--- config.mk ---
export PLATFORM = sky130hd
export DESIGN_NAME = ab_shift_unit
export DESIGN_NICKNAME = d
export VERILOG_FILES = /design/src/rtl/dsu_pkg.sv /design/src/rtl/dsu_step.sv /design/src/rtl/dsu_norm_det.sv /design/src/rtl/dsu_ctrl.sv /design/src/rtl/ab_shift_unit.sv
export SDC_FILE = /design/constraint.sdc
export NUM_CORES = 1
export LEC_CHECK = 0
export ABC_CLOCK_PERIOD_IN_PS = 2700
export BUFFER_PORTS_ARGS = -buffer_cell sky130_fd_sc_hd__buf_2
export CAP_MARGIN = 30
export CORE_MARGIN = 3
export CORE_UTILIZATION = 30
export CTS_CLUSTER_SIZE = 20
export DETAILED_ROUTE_END_ITERATION = 6
export MAX_ROUTING_LAYER = met4
export SKIP_LAST_GASP = 1
export SLEW_MARGIN = 20
export SYNTH_ARGS = -nofsm -noshare
export SYNTH_HDL_FRONTEND = slang
export SYNTH_SLANG_ARGS = --single-unit
export TNS_END_PERCENT = 1
--- constraint.sdc ---
create_clock -name clk_i -period 2.7 [get_ports clk_i]
set_input_delay 0 -clock clk_i [delete_from_list [all_inputs] [get_ports clk_i]]
set_output_delay 0 -clock clk_i [all_outputs]
set_load 0.005 [all_outputs]
--- src/rtl/dsu_pkg.sv ---
package dsu_pkg;
  typedef enum logic [2:0] {
    OP_RSH = 3'd0,
    OP_RCY = 3'd1,
    OP_LSH = 3'd2,
    OP_LCY = 3'd3,
    OP_NRM = 3'd4
  } op_e;

  typedef enum logic [1:0] {
    ST_IDLE  = 2'd0,
    ST_PREP  = 2'd1,
    ST_SHIFT = 2'd2,
    ST_FIN   = 2'd3
  } st_e;

  localparam int unsigned OP_LAST = 4;
endpackage

--- src/rtl/dsu_step.sv ---
// One-position move of the joined register pair.
module dsu_step #(
  parameter int unsigned DW = 48
) (
  input  logic [2:0]    op_i,
  input  logic [DW-1:0] val_i,
  output logic [DW-1:0] val_o
);
  import dsu_pkg::*;

  always_comb begin
    unique case (op_i)
      OP_RSH:  val_o = {val_i[DW-1], val_i[DW-1:1]};
      OP_RCY:  val_o = {val_i[0], val_i[DW-1:1]};
      OP_LSH,
      OP_NRM:  val_o = {val_i[DW-2:0], 1'b0};
      OP_LCY:  val_o = {val_i[DW-2:0], val_i[DW-1]};
      default: val_o = val_i;
    endcase
  end
endmodule

--- src/rtl/dsu_norm_det.sv ---
// Flags a value whose two top bits differ; one copy per probe point.
module dsu_norm_det #(
  parameter int unsigned DW    = 48,
  parameter int unsigned PORTS = 2
) (
  input  logic [PORTS-1:0][DW-1:0] val_i,
  output logic [PORTS-1:0]         norm_o
);
  for (genvar g = 0; g < PORTS; g++) begin : g_det
    assign norm_o[g] = val_i[g][DW-1] ^ val_i[g][DW-2];
  end
endmodule

--- src/rtl/dsu_ctrl.sv ---
module dsu_ctrl #(
  parameter int unsigned CNT_W = 8
) (
  input  logic             clk_i,
  input  logic             rst_ni,
  input  logic             start_i,
  input  logic [CNT_W-1:0] count_i,
  input  logic             op_ok_i,
  input  logic             nrm_i,
  input  logic             norm_now_i,
  input  logic             norm_next_i,
  output logic             load_o,
  output logic             step_o,
  output logic             busy_o,
  output logic             done_o
);
  import dsu_pkg::*;

  st_e              st_q, st_d;
  logic [CNT_W-1:0] rem_q, rem_d;

  assign load_o = (st_q == ST_IDLE) && start_i;
  assign step_o = (st_q == ST_SHIFT);
  assign busy_o = (st_q != ST_IDLE);
  assign done_o = (st_q == ST_FIN);

  always_comb begin
    st_d  = st_q;
    rem_d = rem_q;
    unique case (st_q)
      ST_IDLE: begin
        if (start_i) begin
          st_d  = ST_PREP;
          rem_d = count_i;
        end
      end
      ST_PREP: begin
        if (!op_ok_i || rem_q == '0 || (nrm_i && norm_now_i)) st_d = ST_FIN;
        else                                                   st_d = ST_SHIFT;
      end
      ST_SHIFT: begin
        rem_d = rem_q - 1'b1;
        if (rem_d == '0 || (nrm_i && norm_next_i)) st_d = ST_FIN;
      end
      ST_FIN:  st_d = ST_IDLE;
      default: st_d = ST_IDLE;
    endcase
  end

  always_ff @(posedge clk_i or negedge rst_ni) begin
    if (!rst_ni) begin
      st_q  <= ST_IDLE;
      rem_q <= '0;
    end else begin
      st_q  <= st_d;
      rem_q <= rem_d;
    end
  end
endmodule

--- src/rtl/ab_shift_unit.sv ---
module ab_shift_unit #(
  parameter int unsigned WORD_W = 24,
  parameter int unsigned CNT_W  = 8,
  parameter int unsigned IDX_W  = 14
) (
  input  logic              clk_i,
  input  logic              rst_ni,
  input  logic              start_i,
  input  logic [2:0]        op_i,
  input  logic [CNT_W-1:0]  count_i,
  input  logic [WORD_W-1:0] a_i,
  input  logic [WORD_W-1:0] b_i,
  input  logic [IDX_W-1:0]  x_i,
  output logic [WORD_W-1:0] a_o,
  output logic [WORD_W-1:0] b_o,
  output logic [IDX_W-1:0]  x_o,
  output logic              busy_o,
  output logic              done_o
);
  import dsu_pkg::*;

  localparam int unsigned PAIR_W = 2 * WORD_W;

  logic [PAIR_W-1:0] ab_q, ab_nx;
  logic [IDX_W-1:0]  x_q;
  logic [2:0]        op_q;
  logic              op_ok_q;
  logic              load, step;
  logic [1:0]        norm_flags;

  dsu_step #(.DW(PAIR_W)) u_step (
    .op_i  (op_q),
    .val_i (ab_q),
    .val_o (ab_nx)
  );

  dsu_norm_det #(.DW(PAIR_W), .PORTS(2)) u_norm (
    .val_i  ({ab_nx, ab_q}),
    .norm_o (norm_flags)
  );

  dsu_ctrl #(.CNT_W(CNT_W)) u_ctrl (
    .clk_i       (clk_i),
    .rst_ni      (rst_ni),
    .start_i     (start_i),
    .count_i     (count_i),
    .op_ok_i     (op_ok_q),
    .nrm_i       (op_q == OP_NRM),
    .norm_now_i  (norm_flags[0]),
    .norm_next_i (norm_flags[1]),
    .load_o      (load),
    .step_o      (step),
    .busy_o      (busy_o),
    .done_o      (done_o)
  );

  always_ff @(posedge clk_i or negedge rst_ni) begin
    if (!rst_ni) begin
      ab_q    <= '0;
      x_q     <= '0;
      op_q    <= '0;
      op_ok_q <= 1'b0;
    end else if (load) begin
      ab_q    <= {a_i, b_i};
      x_q     <= x_i;
      op_q    <= op_i;
      op_ok_q <= (32'(op_i) <= OP_LAST);
    end else if (step) begin
      ab_q <= ab_nx;
      if (op_q == OP_NRM) x_q <= x_q - 1'b1;
    end
  end

  assign a_o = ab_q[PAIR_W-1:WORD_W];
  assign b_o = ab_q[WORD_W-1:0];
  assign x_o = x_q;
endmodule

==> results.md <==
- Status: completed
- Final setup fails: 0
- Cts repair resizes: 0
- Post-synthesis register bit count: 76
- Syn Area/Cell: 8.57 sq um
- Number of global-route vias before repair: 4,435
- Core ar.: 0.0142 sq mm
- Maximum buffer depth of the clock tree: 2
- Die area: 0.0163 sq mm
- WL met3: 706 um
- DRT antenna net count: 0
- Number of buffers added for setup after CTS: 0
- Critical path class: reg2reg
- Main synth FF type: dfrtp_1
- Async S/R FF share, synth: 1.00
- Clock Skew: 0.00374 ns
- Most common cell after layout, fill and taps aside: buf_2
- Ys Warns: 0
- Fin worst setup slack: 0.285 ns
- Crit path max fanout: 6
- Fmax: 414 MHz
- Worst Hold Depth: 3
- TritonCTS Buffers: 9
- Initial antenna violation count: 0
- Top layer in use: met4
- Syn nets: 603
- Slew @ Worst Pin: 0.715 ns
- Crit path depth: 7
- CP max stage cell: nor3b_1
- Post-Syn Instances: 518
- Reg power frac: 0.345
- Largest area contributor in the netlist: dfrtp_1
- Seq/Total Area, Yosys: 0.428
- Power per cell area: 1150 mW/mm^2
- WL/cell: 15.8 um
- R2R depth: 7
- Clock sinks: 76
- First-pass GRT wire length: 22.7 mm
- Placed insts: 806
- Top delay family on crit path: simple AND/OR/NAND/NOR gates
- Hold WC Path Type: in2reg
- Internal power: 4030 uW
- Filler Cell Count: 1,412
- Final non-filler cell total: 893
- GPL Wtd Cong: 0.846
- Final Util: 0.445
- Post-synth cell types: 46
- DR vias/cell: 5.28
- Critical Path Max Stage Delay: 0.48 ns
- Gr ovfl total: 0
- Max Cap Viol: 0
- WL met2: 6.77 mm
- First-pass detailed-route iteration total: 4
- Switching part of the total: 0.446
- RSZ-0062 raised after global routing: false
- Slew margin rel.: 0.522
- Total power: 7280 uW
- Worst Setup Start Kind: flop
- Area grow syn2layout: 42.5%
- Layout net count: 792
- Met1 WL: 6.45 mm
- Buf+Inv Stages, Crit Path: 1
- Layout cell share with drive strength beyond 1: 0.254
- Final TNS setup: 0 ns
- Post-synth EDFFs: 0
- Clock power share: 0.155
- CP required: 2.92 ns
- Fin. max-slew vios: 0
- Starting Density: 0.313
- Reg clk slew, reported paths: 0.06 ns
- Die X-Extent: 128 um
- Crit path DAT: 2.64 ns
- I/O pins: 140
- Comb pwr share: 0.500
- Clk root buf: clkbuf_16
- Vias: 4,716
- Post-Syn Area: 0.00444 sq mm
- CP endpoint kind: flop
- Final Hold Fails: 0
- Psw: 3250 uW
- Die height: 128 um
- H-tree Lvls: 3
- Largest net degree at the start of global routing: 41
- Buffers added on ports: 139
- Crit path cell chain: inv_1 > ha_1 > nor3b_1 > xnor2_1 > o2111ai_1 > o21ai_0 > mux2_2
- DRC viols: 0
- Gr usage total: 0.177
- CTS tree: yes
- Worst IR Drop VDD: 479 uV
- Num rows: 43
- Total wire length: 14.2 mm
- # hold bufs at CTS: 70
- Area share of the largest cell type after synthesis: 0.428
- Final critical-path share of the clock period: 0.894
- Dpl hpwl: 9.52 mm
- Post-layout minimum cycle time: 2.41 ns
- Largest cells by area after synthesis: dfrtp_1, o21ai_0, a221o_1
- Static Leak: 0.00271 uW
- DR iter-0 viols: 309
- Pre-CTS WS: 0.344 ns
- Commonest non-fill, non-tap cells in the layout: buf_2, o21ai_0, nand2_1, dfrtp_1, dlygate4sd3_1
- Clock Latency Late Sink: 0.34 ns
## metal layers
| layer | GRT usage | vias to the layer above |
|---|---|---|
| met5 | - | - |
| met4 | 0.0574 | 0 |
| met3 | 0.0313 | 22 |
| met2 | 0.277 | 160 |
| met1 | 0.235 | 2269 |
| li1 | - | 2265 |
## power by group through the flow
| stage | sequential [uW] | clock, uW | combinational [uW] |
|---|---|---|---|
| 2_1_floorplan | 2310 | 0 | 2360 |
| 3_3_place_gp | 2490 | 0 | 3480 |
| 3_5_place_dp | 2510 | 0 | 3580 |
| 4_1_cts | 2500 | 1160 | 3670 |
| 5_1_grt | 2600 | 1210 | 4130 |
| 6_report | 2510 | 1130 | 3640 |
## layout make-up
cell class / instances / area (sq um) / area share
multi-input combinational: 383 / 2320 / 0.366
sequential: 76 / 1900 / 0.301
timing repair buffer: 224 / 1560 / 0.247
clock buffer: 11 / 243 / 0.0384
tap: 180 / 225 / 0.0356
inverter: 13 / 48.8 / 0.00771
clock inverter: 5 / 27.5 / 0.00435
antenna: 1 / 2.50 / 0.000396
## sequential cells by signal (all words and copies together), names as in the netlist
| name | cells |
|---|---|
| ab_q | 48 |
| x_o | 14 |
| u_ctrl.rem_q | 8 |
| op_q | 3 |
| u_ctrl.st_q | 2 |
| op_ok_q | 1 |
## synth_stat cells (all sizes together) (7+ instances only)
cell    count
a21oi      16
a221o      37
buf        12
clkbuf     34
dfrtp      76
ha          9
inv        13
nand2      86
nand3       9
nor2       12
o211ai     13
o21ai     119
o22ai       7
xnor2       8
xor2        7
## path summary, 6_finish.rpt
path,from,to,slack [ns]
max,u_ctrl.rem_q[0]$_DFFE_PN0P_,u_ctrl.st_q[1]$_DFFE_PN0P_,0.29
min,count_i[0],u_ctrl.rem_q[0]$_DFFE_PN0P_,0.01
max reg2reg,u_ctrl.rem_q[0]$_DFFE_PN0P_,u_ctrl.st_q[1]$_DFFE_PN0P_,0.29
min reg2reg,op_q[1]$_DFFE_PN0P_,op_q[1]$_DFFE_PN0P_,0.51
max in group asynchronous,rst_ni,x_o[5]$_DFFE_PN0P_,1.93
min in group asynchronous,rst_ni,u_ctrl.rem_q[3]$_DFFE_PN0P_,0.18
## cells by family after synthesis
| family | share of synthesized area |
|---|---|
| adder cells (fa/ha/maj) | 0.0254 |
| multiplexers | 0.00930 |
| AND/OR/NAND/NOR | 0.154 |
| flip-flops | 0.428 |
| buffers and inverters | 0.0527 |
| XOR/XNOR | 0.0296 |
| AO/OA/AOI/OAI | 0.301 |
## worst reg2reg max path, cell delays in order (launching register included)
cell       delay, ns
dfrtp_1         0.43
inv_1           0.14
ha_1            0.24
nor3b_1         0.49
xnor2_1         0.19
o2111ai_1       0.15
o21ai_0         0.30
mux2_2          0.37
## metrics by stage
stage | cell area, sq um | hold WS, ns
finish | 6330 | 0.0145
global route | 6320 | 0.0413
CTS | 6320 | 0.00168
detailed placement | 5350 | 0.0144
global placement | 5330 | 0.203
floorplan | 4440 | -0.296
No activity file was read; power rests on OpenSTA's default activity.
